### src/rtl/rcil_pkg.sv
package rcil_pkg;

  typedef enum logic [1:0] {
    ST_IDLE = 2'd0,
    ST_DIV  = 2'd1,
    ST_RUN  = 2'd2
  } rcil_state_e;

  // Row counts the interleaver supports.
  function automatic logic qm_ok(input int unsigned q);
    return (q == 1) || (q == 2) || (q == 4) || (q == 6) || (q == 8);
  endfunction

endpackage

### src/rtl/rcil_coldiv.sv
// Serial restoring divider: one quotient bit per cycle, W cycles per run.
module rcil_coldiv #(
  parameter int W  = 14,
  parameter int DW = 4
) (
  input  logic          clk,
  input  logic          rst_n,
  input  logic          load_i,
  input  logic [W-1:0]  num_i,
  input  logic [DW-1:0] den_i,
  output logic          done_o,
  output logic [W-1:0]  quo_o
);
  localparam int CW = $clog2(W + 1);

  logic [W-1:0]  quo_q, quo_n;
  logic [DW-1:0] rem_q, rem_n;
  logic [DW-1:0] den_q;
  logic [CW-1:0] cnt_q, cnt_n;
  logic          act_q, act_n;
  logic          done_q, done_n;
  logic [DW:0]   trial;
  logic          ge;

  always_comb begin
    trial  = {rem_q, quo_q[W-1]};
    ge     = (trial >= {1'b0, den_q});
    quo_n  = quo_q;
    rem_n  = rem_q;
    cnt_n  = cnt_q;
    act_n  = act_q;
    done_n = 1'b0;
    if (load_i) begin
      quo_n = num_i;
      rem_n = '0;
      cnt_n = CW'(W);
      act_n = 1'b1;
    end else if (act_q) begin
      quo_n = {quo_q[W-2:0], ge};
      rem_n = ge ? DW'(trial - {1'b0, den_q}) : trial[DW-1:0];
      cnt_n = cnt_q - 1'b1;
      if (cnt_q == CW'(1)) begin
        act_n  = 1'b0;
        done_n = 1'b1;
      end
    end
  end

  always_ff @(posedge clk or negedge rst_n) begin
    if (!rst_n) begin
      quo_q  <= '0;
      rem_q  <= '0;
      cnt_q  <= '0;
      act_q  <= 1'b0;
      done_q <= 1'b0;
    end else begin
      quo_q  <= quo_n;
      rem_q  <= rem_n;
      cnt_q  <= cnt_n;
      act_q  <= act_n;
      done_q <= done_n;
    end
  end

  always_ff @(posedge clk or negedge rst_n) begin
    if (!rst_n)      den_q <= '0;
    else if (load_i) den_q <= den_i;
  end

  assign done_o = done_q;
  assign quo_o  = quo_q;

  AST_DIV_QUIET: assert property (@(posedge clk) disable iff (!rst_n)
    done_q |-> !act_q) else $error("divider done while active");
endmodule

### src/rtl/rcil_walker.sv
// Add-and-select address recursion over an inner and an outer loop.
module rcil_walker #(
  parameter int W = 14
) (
  input  logic         clk,
  input  logic         rst_n,
  input  logic         go_i,
  input  logic [W-1:0] stride_i,
  input  logic [W-1:0] inner_lim_i,
  input  logic [W-1:0] outer_lim_i,
  output logic [W-1:0] addr_o,
  output logic         valid_o,
  output logic         last_o
);
  logic [W-1:0] stride_q, ilim_q, olim_q;
  logic [W-1:0] addr_q, addr_n;
  logic [W-1:0] inner_q, inner_n;
  logic [W-1:0] outer_q, outer_n;
  logic         valid_q, valid_n;
  logic         inner_end, outer_end;

  assign inner_end = (inner_q == ilim_q);
  assign outer_end = (outer_q == olim_q);

  always_comb begin
    addr_n  = addr_q;
    inner_n = inner_q;
    outer_n = outer_q;
    valid_n = valid_q;
    if (go_i) begin
      addr_n  = '0;
      inner_n = '0;
      outer_n = '0;
      valid_n = 1'b1;
    end else if (valid_q) begin
      if (!inner_end) begin
        inner_n = inner_q + 1'b1;
        addr_n  = addr_q + stride_q;
      end else if (!outer_end) begin
        inner_n = '0;
        outer_n = outer_q + 1'b1;
        addr_n  = outer_q + 1'b1;
      end else begin
        valid_n = 1'b0;
      end
    end
  end

  always_ff @(posedge clk or negedge rst_n) begin
    if (!rst_n) begin
      addr_q  <= '0;
      inner_q <= '0;
      outer_q <= '0;
      valid_q <= 1'b0;
    end else begin
      addr_q  <= addr_n;
      inner_q <= inner_n;
      outer_q <= outer_n;
      valid_q <= valid_n;
    end
  end

  always_ff @(posedge clk or negedge rst_n) begin
    if (!rst_n) begin
      stride_q <= '0;
      ilim_q   <= '0;
      olim_q   <= '0;
    end else if (go_i) begin
      stride_q <= stride_i;
      ilim_q   <= inner_lim_i;
      olim_q   <= outer_lim_i;
    end
  end

  assign addr_o  = addr_q;
  assign valid_o = valid_q;
  assign last_o  = valid_q & inner_end & outer_end;

  AST_WALK_BOUNDS: assert property (@(posedge clk) disable iff (!rst_n)
    valid_q |-> (inner_q <= ilim_q) && (outer_q <= olim_q)) else $error("loop index out of bounds");
  AST_PASS_START: assert property (@(posedge clk) disable iff (!rst_n)
    (valid_q && inner_q == '0) |-> (addr_q == outer_q)) else $error("pass start address wrong");
endmodule

### src/rtl/rcil_addr_gen.sv
module rcil_addr_gen #(
  parameter int LEN_W = 14,
  parameter int QM_W  = 4
) (
  input  logic             clk,
  input  logic             rst_n,
  input  logic             start_i,
  input  logic [LEN_W-1:0] len_i,
  input  logic [QM_W-1:0]  qm_i,
  input  logic             deint_i,
  output logic [LEN_W-1:0] addr_o,
  output logic             valid_o,
  output logic             last_o
);
  import rcil_pkg::*;
  localparam int PW = LEN_W + QM_W;

  rcil_state_e      state_q, state_n;
  logic [LEN_W-1:0] len_q;
  logic [QM_W-1:0]  qm_q;
  logic             mode_q;
  logic             qm_legal, accept;
  logic             div_done;
  logic [LEN_W-1:0] quo;
  logic [LEN_W-1:0] qm_w;
  logic [LEN_W-1:0] stride, ilim, olim;

  assign qm_legal = qm_ok(32'(qm_i));
  assign accept   = (state_q == ST_IDLE) && start_i && qm_legal && (len_i != '0);
  assign qm_w     = {{(LEN_W-QM_W){1'b0}}, qm_q};

  always_comb begin
    state_n = state_q;
    unique case (state_q)
      ST_IDLE: if (accept)             state_n = ST_DIV;
      ST_DIV:  if (div_done)           state_n = ST_RUN;
      ST_RUN:  if (valid_o && last_o)  state_n = ST_IDLE;
      default:                         state_n = ST_IDLE;
    endcase
  end

  always_ff @(posedge clk or negedge rst_n) begin
    if (!rst_n) state_q <= ST_IDLE;
    else        state_q <= state_n;
  end

  always_ff @(posedge clk or negedge rst_n) begin
    if (!rst_n) begin
      len_q  <= '0;
      qm_q   <= '0;
      mode_q <= 1'b0;
    end else if (accept) begin
      len_q  <= len_i;
      qm_q   <= qm_i;
      mode_q <= deint_i;
    end
  end

  rcil_coldiv #(.W(LEN_W), .DW(QM_W)) div_u (
    .clk    (clk),
    .rst_n  (rst_n),
    .load_i (accept),
    .num_i  (len_i),
    .den_i  (qm_i),
    .done_o (div_done),
    .quo_o  (quo)
  );

  always_comb begin
    if (mode_q) begin
      stride = qm_w;
      ilim   = quo - 1'b1;
      olim   = qm_w - 1'b1;
    end else begin
      stride = quo;
      ilim   = qm_w - 1'b1;
      olim   = quo - 1'b1;
    end
  end

  rcil_walker #(.W(LEN_W)) walk_u (
    .clk         (clk),
    .rst_n       (rst_n),
    .go_i        (div_done),
    .stride_i    (stride),
    .inner_lim_i (ilim),
    .outer_lim_i (olim),
    .addr_o      (addr_o),
    .valid_o     (valid_o),
    .last_o      (last_o)
  );

  AST_LAST_QUALIFIED: assert property (@(posedge clk) disable iff (!rst_n)
    last_o |-> valid_o) else $error("last without valid");
  AST_ADDR_RANGE: assert property (@(posedge clk) disable iff (!rst_n)
    valid_o |-> (addr_o < len_q)) else $error("address beyond length");
  AST_RUN_CLOSES: assert property (@(posedge clk) disable iff (!rst_n)
    (valid_o && last_o) |=> !valid_o) else $error("valid after last");
  AST_CFG_HELD: assert property (@(posedge clk) disable iff (!rst_n)
    (state_q != ST_IDLE) |=> ($stable(len_q) && $stable(qm_q) && $stable(mode_q))) else $error("config changed mid run");
  AST_BAD_QM: assert property (@(posedge clk) disable iff (!rst_n)
    (state_q == ST_IDLE && start_i && !qm_legal) |=> (state_q == ST_IDLE)) else $error("illegal order accepted");
  AST_COLS_EXACT: assert property (@(posedge clk) disable iff (!rst_n)
    div_done |-> (PW'(quo) * PW'(qm_q) == PW'(len_q))) else $error("column count wrong");
  AST_VALID_IN_RUN: assert property (@(posedge clk) disable iff (!rst_n)
    valid_o |-> (state_q == ST_RUN)) else $error("valid outside run");
endmodule

### config.mk
export PLATFORM = sky130hd
export DESIGN_NAME = rcil_addr_gen
export DESIGN_NICKNAME = d
export VERILOG_FILES = /design/src/rtl/rcil_pkg.sv /design/src/rtl/rcil_coldiv.sv /design/src/rtl/rcil_walker.sv /design/src/rtl/rcil_addr_gen.sv
export SDC_FILE = /design/constraint.sdc
export NUM_CORES = 1
export LEC_CHECK = 0
export ABC_AREA = 1
export CORE_ASPECT_RATIO = 0.7
export CORE_UTILIZATION = 55
export DETAILED_ROUTE_END_ITERATION = 7
export PLACE_DENSITY_LB_ADDON = 0.3
export SLEW_MARGIN = 20
export SYNTH_ARGS = -nofsm -noshare
export SYNTH_HDL_FRONTEND = slang
export SYNTH_SLANG_ARGS = --single-unit
### constraint.sdc
create_clock -name clk -period 2.3 [get_ports clk]
set_input_delay 0.69 -clock clk [delete_from_list [all_inputs] [get_ports clk]]
set_output_delay 0.69 -clock clk [all_outputs]
set_load 0.005 [all_outputs]
---- After elaboration in Yosys (flattened, before gate mapping) ----
Index checks and enable logic that the tools add are counted.
operators by class
  add/subtract/negate cells ............... 7
  bitwise logic cells ..................... 2
  div/mod/pow operators ................... 0
  mux-type cells .......................... 35
  shifts and indexed selects .............. 0
  $mul .................................... 0
  magnitude comparators ................... 1
  equality and inequality tests ........... 15
  reductions and logical operators ........ 16
operators with widths
  cell                     number
  $mux W14                 16
  $add A14 B1 Y14 const B  2
  $eq A14 B14 Y1           2
  $mux W4                  5
  $add A14 B14 Y14         1
  $reduce_bool A14 Y1      1
  $sub A14 B1 Y14 const B  1
  $mux W1                  10
  $eq A4 B1 Y1 const B     2
  $eq A4 B3 Y1 const B     2
  $mux W2                  3
  $ne A2 B2 Y1 const B     3
  $pmux W2 S3              1
  $reduce_and A3 Y1        2
  $reduce_bool A2 Y1       3
  $ge A5 B4 Y1             1
  $sub A4 B1 Y5 const B    1
  $eq A4 B2 Y1 const B     1
  $eq A4 B4 Y1 const B     1
  $logic_and A1 B1 Y1      4
  $logic_or A1 B1 Y1       4
  $sub A4 B1 Y4 const B    1
  $sub A4 B4 Y4            1
  $ne A3 B3 Y1 const B     1
  other kinds (6)          7
word-level totals
  register bits ........................... 116
  ROM bits ................................ 0
  memories ................................ 0
  latch bits .............................. 0
  memory bits (writable) .................. 0
  input port bits ......................... 22
  logic and storage cells ................. 91

---- Depth between registers and ports, before layout ----
  depth after elaboration ................. 9
  mapped depth ............................ 14
  mapped depth without buffers ............ 13

---- Cells and area by module ----
From an unflattened synthesis, not the netlist that was laid out.
second synthesis, totals
  cell total of the unflattened synthesis .. 1172
  area total of the unflattened synthesis .. 7998.9 um^2
modules (own cells, without submodules)
  module         times used  cells each  area an instance (um^2)  sequential area each (um^2)
  rcil_walker    1           786         5377.7                   2127.0
  rcil_coldiv    1           158         1483.9                   700.7
  rcil_addr_gen  1           228         1137.3                   175.2

---- Worst setup path after synthesis ----
No wires, ideal clock.
  kind .................................... register to output
  start point ............................. register walk_u.inner_q[4]
  end point ............................... output last_o
  path buffers ............................ 2
  cell stages (with the launch flop) ...... 10
  arrival time ............................ 1339 ps
  path slack .............................. 271 ps
  path through ............................ dfrtp_1 -> buf_2 -> xnor2_1 -> nand2_1 -> nor2_1 -> nand2_1 -> nor2_4 -> buf_4 -> nand2_1 -> nor2_1
between the ends
  longest elaborated chain between the ends .. 3
ends and longest elaborated chain
  item                        RTL line             RTL
  start, declared             rcil_walker.sv:17    logic [W-1:0] inner_q, inner_n;
  start signal, assigned      rcil_walker.sv:57    inner_q <= inner_n;
  $eq A14 B14 Y1              rcil_walker.sv:22    assign inner_end = (inner_q == ilim_q);
  $and A1 B1 Y1 (2 in a row)  rcil_walker.sv:77    assign last_o = valid_q & inner_end & outer_end;
  end, declared               rcil_addr_gen.sv:13  output logic last_o
Every way passes these cells.

---- Worst setup path after layout ----
  start point ............................. register walk_u.outer_q[9]
  end point ............................... output last_o
between the ends
  longest elaborated chain between the ends .. 2
ends and longest elaborated chain
  item                    RTL line           RTL
  start, declared         rcil_walker.sv:18  logic [W-1:0] outer_q, outer_n;
  start signal, assigned  rcil_walker.sv:58  outer_q <= outer_n;
  $eq A14 B14 Y1          rcil_walker.sv:23  assign outer_end = (outer_q == olim_q);
  $and A1 B1 Y1           rcil_walker.sv:77
Every way passes these cells.

==> flow_metrics.tcl <==
set metrics [dict create \
    slew_viol_final 0 \
    yosysSeqAreaShare_pct 38.25 \
    peakVddDrop_mv 0.5811 \
    core_um2 13310 \
    path_buf_inv 1 \
    area_growth_pct 24.40 \
    io_pins 38 \
    gp_congestion 0.9495 \
    start_kind "register" \
    worst_setup_path_end_kind "output pin" \
    fin_ws_ns -0.1119 \
    register_area_um2 2903 \
    violations "setup timing" \
    worstPathArrival_ns 1.72 \
    cts_buffers 17 \
    synthesis.nets 1088 \
    finalHoldViolations 0 \
    root_buffer "clkbuf_16" \
    diodes 0 \
    synthAdderAreaFrac_pct 4.319 \
    synth_area_um2 7590 \
    status "complete, but fails checks" \
    max_freq_mhz 414.6 \
    drcViolationCount 0 \
    final_layout_size_suffix_gt1_share_pct 19.19 \
    routed_wl_mm 21.73 \
    cts.sinks 116 \
    cts_tree "yes" \
    synthMuxAreaShare_pct 0 \
    hold_class "in -> async" \
    grt_setup_unrepaired "yes" \
    clk_latency_ns 0.42 \
    ctsLongestPathBuffers 2 \
    synth.distinct_cells 45 \
    grt_max_degree 40 \
    p_per_area_nw_per_um2 517.8 \
    cts_hold_buf 0 \
    grt_antenna_before_repair 0 \
    min_period_over_period_pct 104.9 \
    rows 35 \
    syn_avg_cell_area_um2 7.291 \
    fillers 1026 \
    synthXorXnorAreaFrac_pct 4.500 \
    slowest_stage "dfrtp_1" \
    grt.overflow.total 0 \
    grt_pass1_wl_mm 35.24 \
    wl_per_cell_um 15.95 \
    cpPeakStageDelay_ns 0.39 \
    path_clk_slew_ns 0.05 \
    cap_viol_max_count 0 \
    synthSimpleGateAreaFrac_pct 32.39 \
    start_util_pct 57.01 \
    synth_top_family_by_area "simple AND/OR/NAND/NOR gates" \
    totalPowerFinal_mw 4.889 \
    finalClockSkew_ns 0.007049 \
    final_util_pct 70.92 \
    cts_max_level 4 \
    first_pass_iters 7 \
    setup_viol 1 \
    multi_input_area_um2 4046 \
    fp.dieW_um 142.4 \
    syn_inst 1041 \
    fin_nets 1213 \
    cpLargestDelayFamily "simple AND/OR/NAND/NOR gates" \
    min_period_ns 2.412 \
    crit_top_cell "nor2_1" \
    die_area_um2 14280 \
    die_h_um 100.3 \
    synth_compound_area_share_pct 11.37 \
    slew_headroom_pct 55.25 \
    cp.required_ns 1.61 \
    grt_use_total_pct 32.27 \
    drtAntennaViolNets 0 \
    drtIter0Drc 763 \
    yosys_register_bits 116 \
    cp_max_fo 2 \
    hold_ws_ns 0.2679 \
    p_leak_nw 4.678 \
    cp_cell_sequence "xor2_1 > nor2_1 > nand2_1 > nor2_1 > nand2_2 > nor2_4 > buf_2" \
    tightestPinTransition_ns 0.6692 \
    detailed_place_hpwl_mm 15.50 \
    grt_pass1_vias 7000 \
    io_buffers 37 \
    via_per_inst 5.474 \
    setup.worst_path.class "reg -> out" \
    vias 7461 \
    yosys_warnings 0 \
]
-- through the flow --
step / worst slack [ns] / cells / setup TNS (ns) / instance area, um2
after global placement: -0.08602 / 1329 / -0.5169 / 8768
final: -0.1119 / 1363 / -0.1119 / 9442
after detailed placement: -0.1175 / 1329 / -2.042 / 8768
after global routing: -0.1585 / 1363 / -0.1585 / 9442
after CTS: -0.09747 / 1361 / -0.09747 / 9387
after floorplan: 0.2709 / 1041 / 0 / 7590
-- where the power goes --
part / switching, mW / internal [mW] / total (mW)
Sequential: 0 / 2.04 / 2.04
Combinational: 0.0574 / 0.0524 / 0.110
Clock: 0.965 / 1.77 / 2.74
-- cell usage after synthesis, drive strengths merged --
cell type    n  area, um2
ha          23      287.8
dfrtp      116       2903
clkinv       3      11.26
a22oi       16      120.1
a21oi       21      105.1
xnor2       10      87.58
o21ai       76      466.7
a21boi       1      7.510
nand2      360       1420
nor4         1      6.260
fa           2      40.04
nand3b       3      22.52
nor2        84      330.3
a31oi        2      18.77
a41oi        1      16.27
nor3b        1      7.510
o22a         1      8.760
nand3       84      437.9
xor2        29      254.0
or2          7      43.79
nand4       16      100.1
buf         24      201.4
o31ai       11      82.58
nor3        18      90.09
inv        112      420.4
a21o         1      7.510
clkbuf      14      62.56
o21a         2      15.01
o211ai       2      15.01
-- path summary, 6_finish.rpt --
check / endpoint / slack, ns / startpoint / depth (start not counted)
worst max-delay path: last_o / -0.11 / walk_u.outer_q[9]$_DFFE_PN0P_ / 7
max in group asynchronous: div_u.quo_o[5]$_DFFE_PN0P_ / 1.47 / rst_n / 2
min in group clk: walk_u.stride_q[0]$_DFFE_PN0P_ / 0.49 / walk_u.stride_q[0]$_DFFE_PN0P_ / 1
worst max register to register: walk_u.addr_o[12]$_DFFE_PN0P_ / 0.16 / walk_u.addr_o[0]$_DFFE_PN0P_ / 11
worst min-delay path: walk_u.olim_q[1]$_DFFE_PN0P_ / 0.27 / rst_n / 1
worst min register to register: walk_u.stride_q[0]$_DFFE_PN0P_ / 0.49 / walk_u.stride_q[0]$_DFFE_PN0P_ / 1
-- routing by layer --
layer / vias up / global-route usage [%] / part of all wire [%]
met3: 48 / 6.011 / 8.2
met1: 3477 / 47.15 / 46
met2: 329 / 48.49 / 43
met4: 0 / 10.09 / 2.2
met5: - / 0 / 0
li1: 3607 / - / -
-- logic make-up after synthesis --
kind of cell	after synthesis
AOI/OAI and AO/OA	134
xor gates and xnor gates	39
adders and majority gates	25
buffers and inverters	153
DFF	116
and+or+nand+nor	574
-- what timing repair did --
item / CTS / global route
gates resized for setup: 9 / 18
endpoints found under the setup margin: 1 / 3
pin swaps: 4 / 5
buffers inserted: 1 / 2
-- layout make-up --
class	count	share of cell area, %
tap	185	2.452
timing repair buffer	144	13.01
multi-input combinational	772	42.86
clock inverter	10	1.378
clock buffer	21	4.983
sequential	116	30.74
inverter	115	4.572
-- layout by cell type (no fill, tap or decap), drive strengths merged, types with 2 or more instances in the layout --
master         Yosys  final
clkinv             3      8
nand4             16     16
nand3             84     84
nand3b             3      3
xor2              29     29
or2                7      7
clkbuf            14     21
nor3              18     18
fa                 2      2
o211ai             2      2
inv              112    112
bufinv             0      3
a31oi              2      2
dfrtp            116    116
nand2            360    360
o31ai             11     11
clkinvlp           0      2
xnor2             10     10
o21a               2      2
nor2              84     84
ha                23     23
o21ai             76     76
clkdlybuf4s50      0     35
buf               24    109
a22oi             16     16
a21oi             21     21
-- state kept, by name (all words and copies together), names as in the netlist, 14 cells and up --
signal and count:
div_u.quo_o 14, walk_u.olim_q 14, walk_u.inner_q 14, walk_u.addr_o 14, walk_u.ilim_q 14, walk_u.stride_q 14, walk_u.outer_q 14
No activity file was read; power rests on OpenSTA's default activity.
